===== src/rtl/flash_wp_pkg.sv =====
package flash_wp_pkg;

    typedef enum logic [2:0] {
        K_NONE  = 3'd0,
        K_PROG  = 3'd1,
        K_SECT  = 3'd2,
        K_BLK   = 3'd3,
        K_CHIP  = 3'd4,
        K_WRSR  = 3'd5,
        K_WREN  = 3'd6,
        K_WRDI  = 3'd7
    } op_kind_t;

    typedef enum logic {
        ST_IDLE = 1'b0,
        ST_BUSY = 1'b1
    } wp_state_t;

    localparam logic [7:0] OPC_WREN   = 8'h06;
    localparam logic [7:0] OPC_WRDI   = 8'h04;
    localparam logic [7:0] OPC_RDSR   = 8'h05;
    localparam logic [7:0] OPC_WRSR   = 8'h01;
    localparam logic [7:0] OPC_PROG   = 8'h02;
    localparam logic [7:0] OPC_SECT_A = 8'h20;
    localparam logic [7:0] OPC_SECT_B = 8'hD7;
    localparam logic [7:0] OPC_BLK    = 8'hD8;
    localparam logic [7:0] OPC_CHIP_A = 8'hC7;
    localparam logic [7:0] OPC_CHIP_B = 8'h60;

endpackage


===== src/rtl/wp_cmd_classify.sv =====
module wp_cmd_classify
    import flash_wp_pkg::*;
(
    input  logic [7:0] opcode,
    output op_kind_t   kind,
    output logic       is_rdsr,
    output logic       is_write
);

    always_comb begin
        kind = K_NONE;
        case (opcode)
            OPC_PROG:               kind = K_PROG;
            OPC_SECT_A, OPC_SECT_B: kind = K_SECT;
            OPC_BLK:                kind = K_BLK;
            OPC_CHIP_A, OPC_CHIP_B: kind = K_CHIP;
            OPC_WRSR:               kind = K_WRSR;
            OPC_WREN:               kind = K_WREN;
            OPC_WRDI:               kind = K_WRDI;
            default:                kind = K_NONE;
        endcase
    end

    assign is_rdsr  = (opcode == OPC_RDSR);
    assign is_write = (kind == K_PROG) || (kind == K_SECT) || (kind == K_BLK) ||
                      (kind == K_CHIP) || (kind == K_WRSR);

endmodule


===== src/rtl/wp_range_check.sv =====
module wp_range_check #(
    parameter int ARRAY_ADDR_W = 18
) (
    input  logic [ARRAY_ADDR_W-1:0] addr,
    input  logic [2:0]              bp,
    output logic                    in_prot,
    output logic                    any_bp
);

    localparam int TOP = ARRAY_ADDR_W - 1;

    logic top_quarter;
    logic top_half;

    assign top_half    = addr[TOP];
    assign top_quarter = addr[TOP] & addr[TOP-1];

    always_comb begin
        unique case (bp[1:0])
            2'b00: in_prot = 1'b0;
            2'b01: in_prot = top_quarter;
            2'b10: in_prot = top_half;
            2'b11: in_prot = 1'b1;
            default: in_prot = 1'b0;
        endcase
    end

    assign any_bp = |bp;

endmodule


===== src/rtl/flash_wp_ctrl.sv =====
module flash_wp_ctrl
    import flash_wp_pkg::*;
#(
    parameter int CMD_ADDR_W   = 24,
    parameter int ARRAY_ADDR_W = 18
) (
    input  logic                  clk,
    input  logic                  rst_n,
    input  logic                  cmd_evt,
    input  logic [7:0]            cmd_opcode,
    input  logic [CMD_ADDR_W-1:0] cmd_addr,
    input  logic [7:0]            cmd_data,
    input  logic                  cmd_whole,
    input  logic                  wp_n,
    input  logic                  op_done,
    output logic [7:0]            status,
    output logic                  op_start,
    output logic [2:0]            op_kind,
    output logic [CMD_ADDR_W-1:0] op_addr,
    output logic                  cmd_reject
);

    localparam int PAD_W = CMD_ADDR_W - ARRAY_ADDR_W;

    wp_state_t state_q, state_nx;
    logic      wel_q, wel_nx;
    logic [2:0] bp_q, bp_nx;
    logic      srwd_q, srwd_nx;
    logic      go, drop;
    op_kind_t  kind;
    logic      is_rdsr, is_write;
    logic      in_prot, any_bp;
    logic      sr_locked, permit;
    logic [ARRAY_ADDR_W-1:0] arr_addr;
    logic      unused_bits;

    assign arr_addr    = cmd_addr[ARRAY_ADDR_W-1:0];
    assign unused_bits = ^{cmd_data[6:5], cmd_data[1:0], cmd_addr[CMD_ADDR_W-1:ARRAY_ADDR_W]};

    wp_cmd_classify u_cls (
        .opcode   (cmd_opcode),
        .kind     (kind),
        .is_rdsr  (is_rdsr),
        .is_write (is_write)
    );

    wp_range_check #(.ARRAY_ADDR_W(ARRAY_ADDR_W)) u_rng (
        .addr    (arr_addr),
        .bp      (bp_q),
        .in_prot (in_prot),
        .any_bp  (any_bp)
    );

    assign sr_locked = srwd_q & ~wp_n;

    always_comb begin
        permit = 1'b0;
        if (cmd_whole && wel_q) begin
            if (kind == K_WRSR)      permit = ~sr_locked;
            else if (kind == K_CHIP) permit = ~any_bp;
            else                     permit = ~in_prot;
        end
    end

    // next-state and decision logic
    always_comb begin
        state_nx = state_q;
        wel_nx   = wel_q;
        bp_nx    = bp_q;
        srwd_nx  = srwd_q;
        go       = 1'b0;
        drop     = 1'b0;
        unique case (state_q)
            ST_IDLE: begin
                if (cmd_evt) begin
                    if (kind == K_WREN) begin
                        wel_nx = 1'b1;
                    end else if (kind == K_WRDI) begin
                        wel_nx = 1'b0;
                    end else if (is_write) begin
                        if (permit) begin
                            go       = 1'b1;
                            state_nx = ST_BUSY;          // GO
                            if (kind == K_WRSR) begin
                                srwd_nx = cmd_data[7];
                                bp_nx   = cmd_data[4:2];
                            end
                        end else begin
                            drop = 1'b1;
                        end
                    end
                end
            end
            ST_BUSY: begin
                if (cmd_evt && !is_rdsr) drop = 1'b1;
                if (op_done) begin
                    state_nx = ST_IDLE;                  // FINISH
                    wel_nx   = 1'b0;
                end
            end
            default: state_nx = ST_IDLE;
        endcase
    end

    // state register
    always_ff @(posedge clk or negedge rst_n) begin
        if (!rst_n) begin
            state_q <= ST_IDLE;
            wel_q   <= 1'b0;
            bp_q    <= 3'b000;
            srwd_q  <= 1'b0;
        end else begin
            state_q <= state_nx;
            wel_q   <= wel_nx;
            bp_q    <= bp_nx;
            srwd_q  <= srwd_nx;
        end
    end

    // registered outputs
    always_ff @(posedge clk or negedge rst_n) begin
        if (!rst_n) begin
            op_start   <= 1'b0;
            cmd_reject <= 1'b0;
            op_kind    <= K_NONE;
            op_addr    <= '0;
        end else begin
            op_start   <= go;
            cmd_reject <= drop;
            if (go) begin
                op_kind <= kind;
                op_addr <= {{PAD_W{1'b0}}, arr_addr};
            end
        end
    end

    assign status = {srwd_q, 2'b00, bp_q, wel_q, (state_q == ST_BUSY)};

    // a started operation shows as busy
    a_r10_start_sets_wip: assert property (@(posedge clk) disable iff (!rst_n)
        op_start |-> status[0]);

    // a start needs the latch set in the cycle of the decision
    a_r4_start_needs_wel: assert property (@(posedge clk) disable iff (!rst_n)
        op_start |-> $past(status[1]));

    // nothing starts while a previous operation runs
    a_r9_no_start_when_busy: assert property (@(posedge clk) disable iff (!rst_n)
        op_start |-> !$past(status[0]));

    // chip erase only with all protect bits clear
    a_r7_chip_bp_clear: assert property (@(posedge clk) disable iff (!rst_n)
        (op_start && op_kind == 3'd4) |-> ($past(status[4:2]) == 3'b000));

    // a command either starts or is rejected, never both
    a_r12_one_outcome: assert property (@(posedge clk) disable iff (!rst_n)
        !(op_start && cmd_reject));

    // done while busy clears busy and latch
    a_r11_done_clears: assert property (@(posedge clk) disable iff (!rst_n)
        (op_done && status[0]) |=> (status[1:0] == 2'b00));

    // locked status write leaves the protection bits alone
    a_r5_locked_stable: assert property (@(posedge clk) disable iff (!rst_n)
        (cmd_evt && cmd_opcode == 8'h01 && status[7] && !wp_n) |=> $stable(status[7:2]));

endmodule


===== config.mk =====
export PLATFORM = sky130hd
export DESIGN_NAME = flash_wp_ctrl
export DESIGN_NICKNAME = d
export VERILOG_FILES = /design/src/rtl/flash_wp_pkg.sv /design/src/rtl/wp_cmd_classify.sv /design/src/rtl/wp_range_check.sv /design/src/rtl/flash_wp_ctrl.sv
export SDC_FILE = /design/constraint.sdc
export NUM_CORES = 1
export LEC_CHECK = 0
export CAP_MARGIN = 20
export CELL_PAD_IN_SITES_DETAIL_PLACEMENT = 1
export CELL_PAD_IN_SITES_GLOBAL_PLACEMENT = 1
export CORE_ASPECT_RATIO = 1.75
export CORE_MARGIN = 1
export CORE_UTILIZATION = 32
export DETAILED_ROUTE_END_ITERATION = 10
export GPL_TIMING_DRIVEN = 1
export PLACE_DENSITY_LB_ADDON = 0.1
export SYNTH_ARGS = -nofsm -noshare
export SYNTH_HDL_FRONTEND = slang
export SYNTH_SLANG_ARGS = --single-unit

===== constraint.sdc =====
create_clock -name clk -period 3.51 [get_ports clk]
set_input_delay 0.351 -clock clk [delete_from_list [all_inputs] [get_ports clk]]
set_output_delay 0.351 -clock clk [all_outputs]
set_load 0.02 [all_outputs]

# --- Word level (Yosys, flattened, before mapping) ---
# Index checks and enable logic that the tools add are counted.
totals:
  regBits: 29
  inputBits: 46
  out_inout_bits: 37
op_classes:
  mux: 25
  bitwise_logic: 9
  n_eq_ne: 23
  n_reduce_logical: 13
ops:
  columns: ["cell", "count"]
  rows:
  - ["$eq 8x3->1 const B", 3]
  - ["$eq 8x8->1 const B", 3]
  - ["$pmux 3 s7", 1]
  - ["$mux 1", 20]
  - ["$eq 3x3->1 const B", 4]
  - ["$eq 8x1->1 const B", 1]
  - ["$eq 8x2->1 const B", 1]
  - ["$eq 8x6->1 const B", 1]
  - ["$eq 8x7->1 const B", 1]
  - ["$not 1->1", 7]
  - ["$reduce_and 7->1", 1]
  - ["$eq 3x2->1 const B", 2]
  - ["$pmux 1 s2", 3]
  - ["$eq 2x2->1 const B", 2]
  - ["$logic_or 1x1->1", 4]
  - ["$ne 2x2->1 const B", 2]
  - ["$pmux 1 s4", 1]
  - ["$reduce_or 2->1", 2]
  - ["$eq 3x1->1 const B", 1]
  - ["$ne 3x3->1 const B", 1]
  - ["$reduce_and 3->1", 1]
  - ["$reduce_or 3->1", 1]
  - ["$and 1x1->1", 2]
  - ["$eq 2x1->1 const B", 1]
  - ["other kinds (3)", 4]

# --- Longest topological paths before layout ---
logic_depth:
  word_depth: 13
  ltp_mapped: 8

# --- Cells and area by module ---
# From an unflattened synthesis, not the netlist that was laid out.
hier_totals:
  hier_cells: 121
  area_unflattened_um2: 1570.3
modules_own_cells:
  columns: ["module", "n_inst", "area_per_inst_um2", "cells_each", "seq_area_each_um2"]
  rows:
  - ["flash_wp_ctrl", 1, 1372.6, 91, 725.7]
  - ["wp_cmd_classify", 1, 177.7, 26, 0.0]
  - ["wp_range_check", 1, 20.0, 4, 0.0]

# --- Worst setup path after synthesis ---
# No wires, ideal clock.
synth_timing:
  path_kind: "input to register"
  start: "in cmd_opcode[6]"
  end: "reg op_addr[0]"
  setup_ns: 0.125
  slack_ns: 1.308
  arrival_time_ns: 2.076
  t_required_ns: 3.385
  path_stages: 7
  path_cell_list: "buf_2 -> o31ai_1 -> a31oi_1 -> or3_1 -> o21ai_2 -> buf_6 -> mux2_4"
synth_via:
  elab_chain_len: 13
  word_cells_on_any_way: 32
  cone_classes: "16 x eq/ne; 10 x mux; 6 x reduce/logical"
synth_lines:
  columns: ["element", "line_no", "rtl"]
  rows:
  - ["start, declared", "flash_wp_ctrl.sv:10", "input logic [7:0] cmd_opcode,"]
  - ["$eq 8x8->1 (tied with other cells)", "wp_cmd_classify.sv:12", "case (opcode)"]
  - ["$reduce_or 2->1", "wp_cmd_classify.sv:12", null]
  - ["$pmux 3 s7 *", "wp_cmd_classify.sv:12", null]
  - ["$eq 3x3->1 (tied with other cells)", "wp_cmd_classify.sv:26, flash_wp_ctrl.sv:60", null]
  - ["$mux 1 or $logic_or 1x1->1 (tied branches)", "flash_wp_ctrl.sv:60, wp_cmd_classify.sv:25", null]
  - ["$mux 1 or $logic_or 1x1->1 (tied branches)", "flash_wp_ctrl.sv:59, wp_cmd_classify.sv:25", null]
  - ["$mux 1 or $logic_or 1x1->1 (tied branches)", "flash_wp_ctrl.sv:58, wp_cmd_classify.sv:25", null]
  - ["$mux 1 or $logic_or 1x1->1 (tied branches)", "flash_wp_ctrl.sv:81, wp_cmd_classify.sv:26", null]
  - ["$mux 1", "flash_wp_ctrl.sv:80", "end else if (is_write) begin"]
  - ["$mux 1", "flash_wp_ctrl.sv:78", "end else if (kind == K_WRDI) begin"]
  - ["$mux 1 *", "flash_wp_ctrl.sv:76", "if (kind == K_WREN) begin"]
  - ["$mux 1 *", "flash_wp_ctrl.sv:75", "if (cmd_evt) begin"]
  - ["$mux 1 *", "flash_wp_ctrl.sv:73", "unique case (state_q)"]
  - ["end signal, assigned", "flash_wp_ctrl.sv:132", "op_addr <= {{PAD_W{1'b0}}, arr_addr};"]
  - ["end, declared", "flash_wp_ctrl.sv:19", "output logic [CMD_ADDR_W-1:0] op_addr,"]
# Mark *: on every way between the ends. The rest lies on a longest branch, timed or not.
# A chain may end at the register's enable or synchronous reset.

# --- Worst setup path in the final report ---
layout_timing:
  start: "in cmd_opcode[0]"
  end: "reg op_addr[14]"
# Same word-level chain as after synthesis.

==> impl_metrics.json <==
{
  "diodes": 0,
  "post_synth.cell_area_avg_um2": 11.8,
  "grt_max_degree": 30,
  "drv_slew": 0,
  "cts-root-buf": "clkbuf_8",
  "io_buffers": 64,
  "ys_seq_area_share_pct": 44.9,
  "reg2reg_depth": 7,
  "async_flop_share_pct": 100,
  "ir_worst_vdd_uv": 327,
  "setup_viol": 0,
  "finalCritPeriodShare_pct": 80.4,
  "fp.dieW_um": 55.8,
  "clk_pin_slew_ns": 0.06,
  "synth-edff-count": 0,
  "core_area_mm2": 0.00479,
  "holdWs_ns": 0.452,
  "cp.required_ns": 3.67,
  "fillerInstances": 545,
  "worst_setup_path_end_kind": "flop",
  "skew_ns": 0.00407,
  "cts_buffer_depth": 2,
  "vias": 1320,
  "critical_path_class": "in2reg",
  "yosysUniqueCellTypes": 43,
  "synth_warnings": 0,
  "r2r_slack_ns": 1.37,
  "wl_per_cell_um": 17.0,
  "cts_max_level": 2,
  "cp_max_fo": 19,
  "cts_setup_buffers": 0,
  "grt_pass1_wl_um": 7110,
  "die_area_mm2": 0.00536,
  "max_freq_ghz": 0.354,
  "grtUsageTotal_pct": 17.6,
  "crit_end": "op_addr[14]$_DFFE_PN0P_",
  "grt_pass1_vias": 1507,
  "gp_congestion": 0.773,
  "power_mw": 0.882,
  "arrival_ns": 2.98,
  "antenna_left": 0,
  "final_common_cell": "clkdlybuf4s50_1",
  "crit_start": "cmd_opcode[0]",
  "drive_above_1_share_pct": 18.9,
  "antenna_found_initial": 0,
  "worstHoldPathType": "in2async",
  "post-route-min-period_ns": 2.82,
  "place_area_mm2": 0.00226,
  "syn_to_final_growth_pct": 45.0,
  "insertion_delay_ns": 0.27,
  "synth_top_area_cell": "dfrtp_1",
  "reg2reg_to": "op_addr[14]$_DFFE_PN0P_",
  "ios": 83,
  "leakage_nw": 1.07,
  "final_area_mm2": 0.00235,
  "synth_cells": 137,
  "nNetsFinal": 247,
  "final_cell_mix": "clkdlybuf4s50_1, dfrtp_1, mux2_4, conb_1",
  "yosysTopAreaCellShare_pct": 44.9,
  "start_util_pct": 33.8,
  "rsz0062_at_grt": "no",
  "cts_buffers": 5,
  "drt-initial-drc-count": 44,
  "cts_resized": 0,
  "fin_setup_tns_ns": 0,
  "remaining_drc_errors": 0,
  "dieHeight_um": 96.1,
  "syn_area_mm2": 0.00162,
  "powerDensity_mw_per_mm2": 376,
  "dp_hpwl_um": 3380,
  "firstDrtPassIters": 4,
  "num_rows": 33,
  "startpoint_type": "input port",
  "run_status": "complete, no violations",
  "synth_seq_cells": 29,
  "drv_cap": 0,
  "netlist_top_cells_area": "dfrtp_1, mux2_4, buf_4",
  "hold_viol_final": 0,
  "cts.sinks": 29,
  "wirelength_um": 4300,
  "via_per_inst": 5.22,
  "ys.flop_type": "dfrtp_1",
  "overflow": 0,
  "rr_startpoint": "srwd_q$_DFFE_PN0P_",
  "cts_hold_buf": 0,
  "cts_tree": "yes"
}
critical path, stage by stage:
cell and delay [ns]:
clkdlybuf4s50_1 0.73, nor3b_1 0.24, o211a_1 0.20, a31oi_1 0.08
or3_1 0.47, o21ai_2 0.31, buf_12 0.23, mux2_2 0.35
flip-flops by register name, indices dropped and copies added, names as in the netlist:
signal and flops:
cmd_reject 1, wel_q 1, state_q 1, srwd_q 1, bp_q 3, op_addr 18
op_start 1, op_kind 3
worst min-delay path by stage:
stage / endpoint / slack, ns / start
4_1_cts: op_addr[7]$_DFFE_PN0P_ / 0.46 / rst_n
3_5_place_dp: op_kind[1]$_DFFE_PN0P_ / 0.49 / op_kind[1]$_DFFE_PN0P_
2_1_floorplan: bp_q[0]$_DFFE_PN0P_ / 0.06 / rst_n
3_3_place_gp: op_addr[7]$_DFFE_PN0P_ / 0.49 / op_addr[7]$_DFFE_PN0P_
6_report: op_addr[7]$_DFFE_PN0P_ / 0.45 / rst_n
5_1_grt: op_addr[7]$_DFFE_PN0P_ / 0.50 / rst_n
cells by family (layout without fill, tap and decap cells):
logic type	after synthesis	in the layout	share of synthesized area [%]
and+or+nand+nor	41	41	14.8
xor gates and xnor gates	1	1	0.541
AOI/OAI and AO/OA	20	20	10.3
buffers and inverters	21	78	8.66
DFF	29	29	44.9
other	1	8	0.232
muxes	24	24	20.6
synth_stat cells (2+ instances only):
| cell type | n |
|---|---|
| buf_4 | 11 |
| nand4_1 | 2 |
| buf_2 | 4 |
| nand2_1 | 3 |
| nor2b_1 | 2 |
| nor3b_1 | 2 |
| nor2_1 | 7 |
| nand3b_1 | 2 |
| mux2_2 | 7 |
| a32o_1 | 2 |
| inv_1 | 4 |
| mux2_4 | 17 |
| nand4b_1 | 2 |
| or3_1 | 2 |
| nand3_1 | 4 |
| a31oi_1 | 3 |
| o21ai_0 | 2 |
| dfrtp_1 | 29 |
| nor3_1 | 7 |
| buf_6 | 2 |
layout make-up:
cell class	instances	area [um2]	area share [%]
clock buffer	7	86.3	3.68
sequential	29	726	30.9
tap	52	65.1	2.77
inverter	4	15.0	0.640
multi-input combinational	94	778	33.2
timing repair buffer	67	676	28.8
power by group:
group,leakage [nW],total [mW],switching (mW),internal [mW]
clock,0.0443,0.270,0.115,0.155
combinational,0.632,0.231,0.105,0.127
sequential,0.397,0.381,0.0173,0.364
routing by layer:
layer,wire length [um],share of wire [%],global-route usage [%]
met5,0,0,0
met4,102,2.4,10.0
met3,247,5.7,4.84
met2,2490,58,34.7
met1,1460,34,15.7
metrics by stage:
| step | worst slack, ns | util (%) | std cells |
|---|---|---|---|
| final | 0.687 | 49.0 | 253 |
| after global routing | 0.553 | 49.0 | 253 |
| after CTS | 0.687 | 49.0 | 253 |
| after detailed placement | 0.404 | 47.2 | 246 |
| after global placement | 0.448 | 47.2 | 246 |
| after floorplan | 1.31 | - | 144 |
Power figures use the tool's default switching activity.
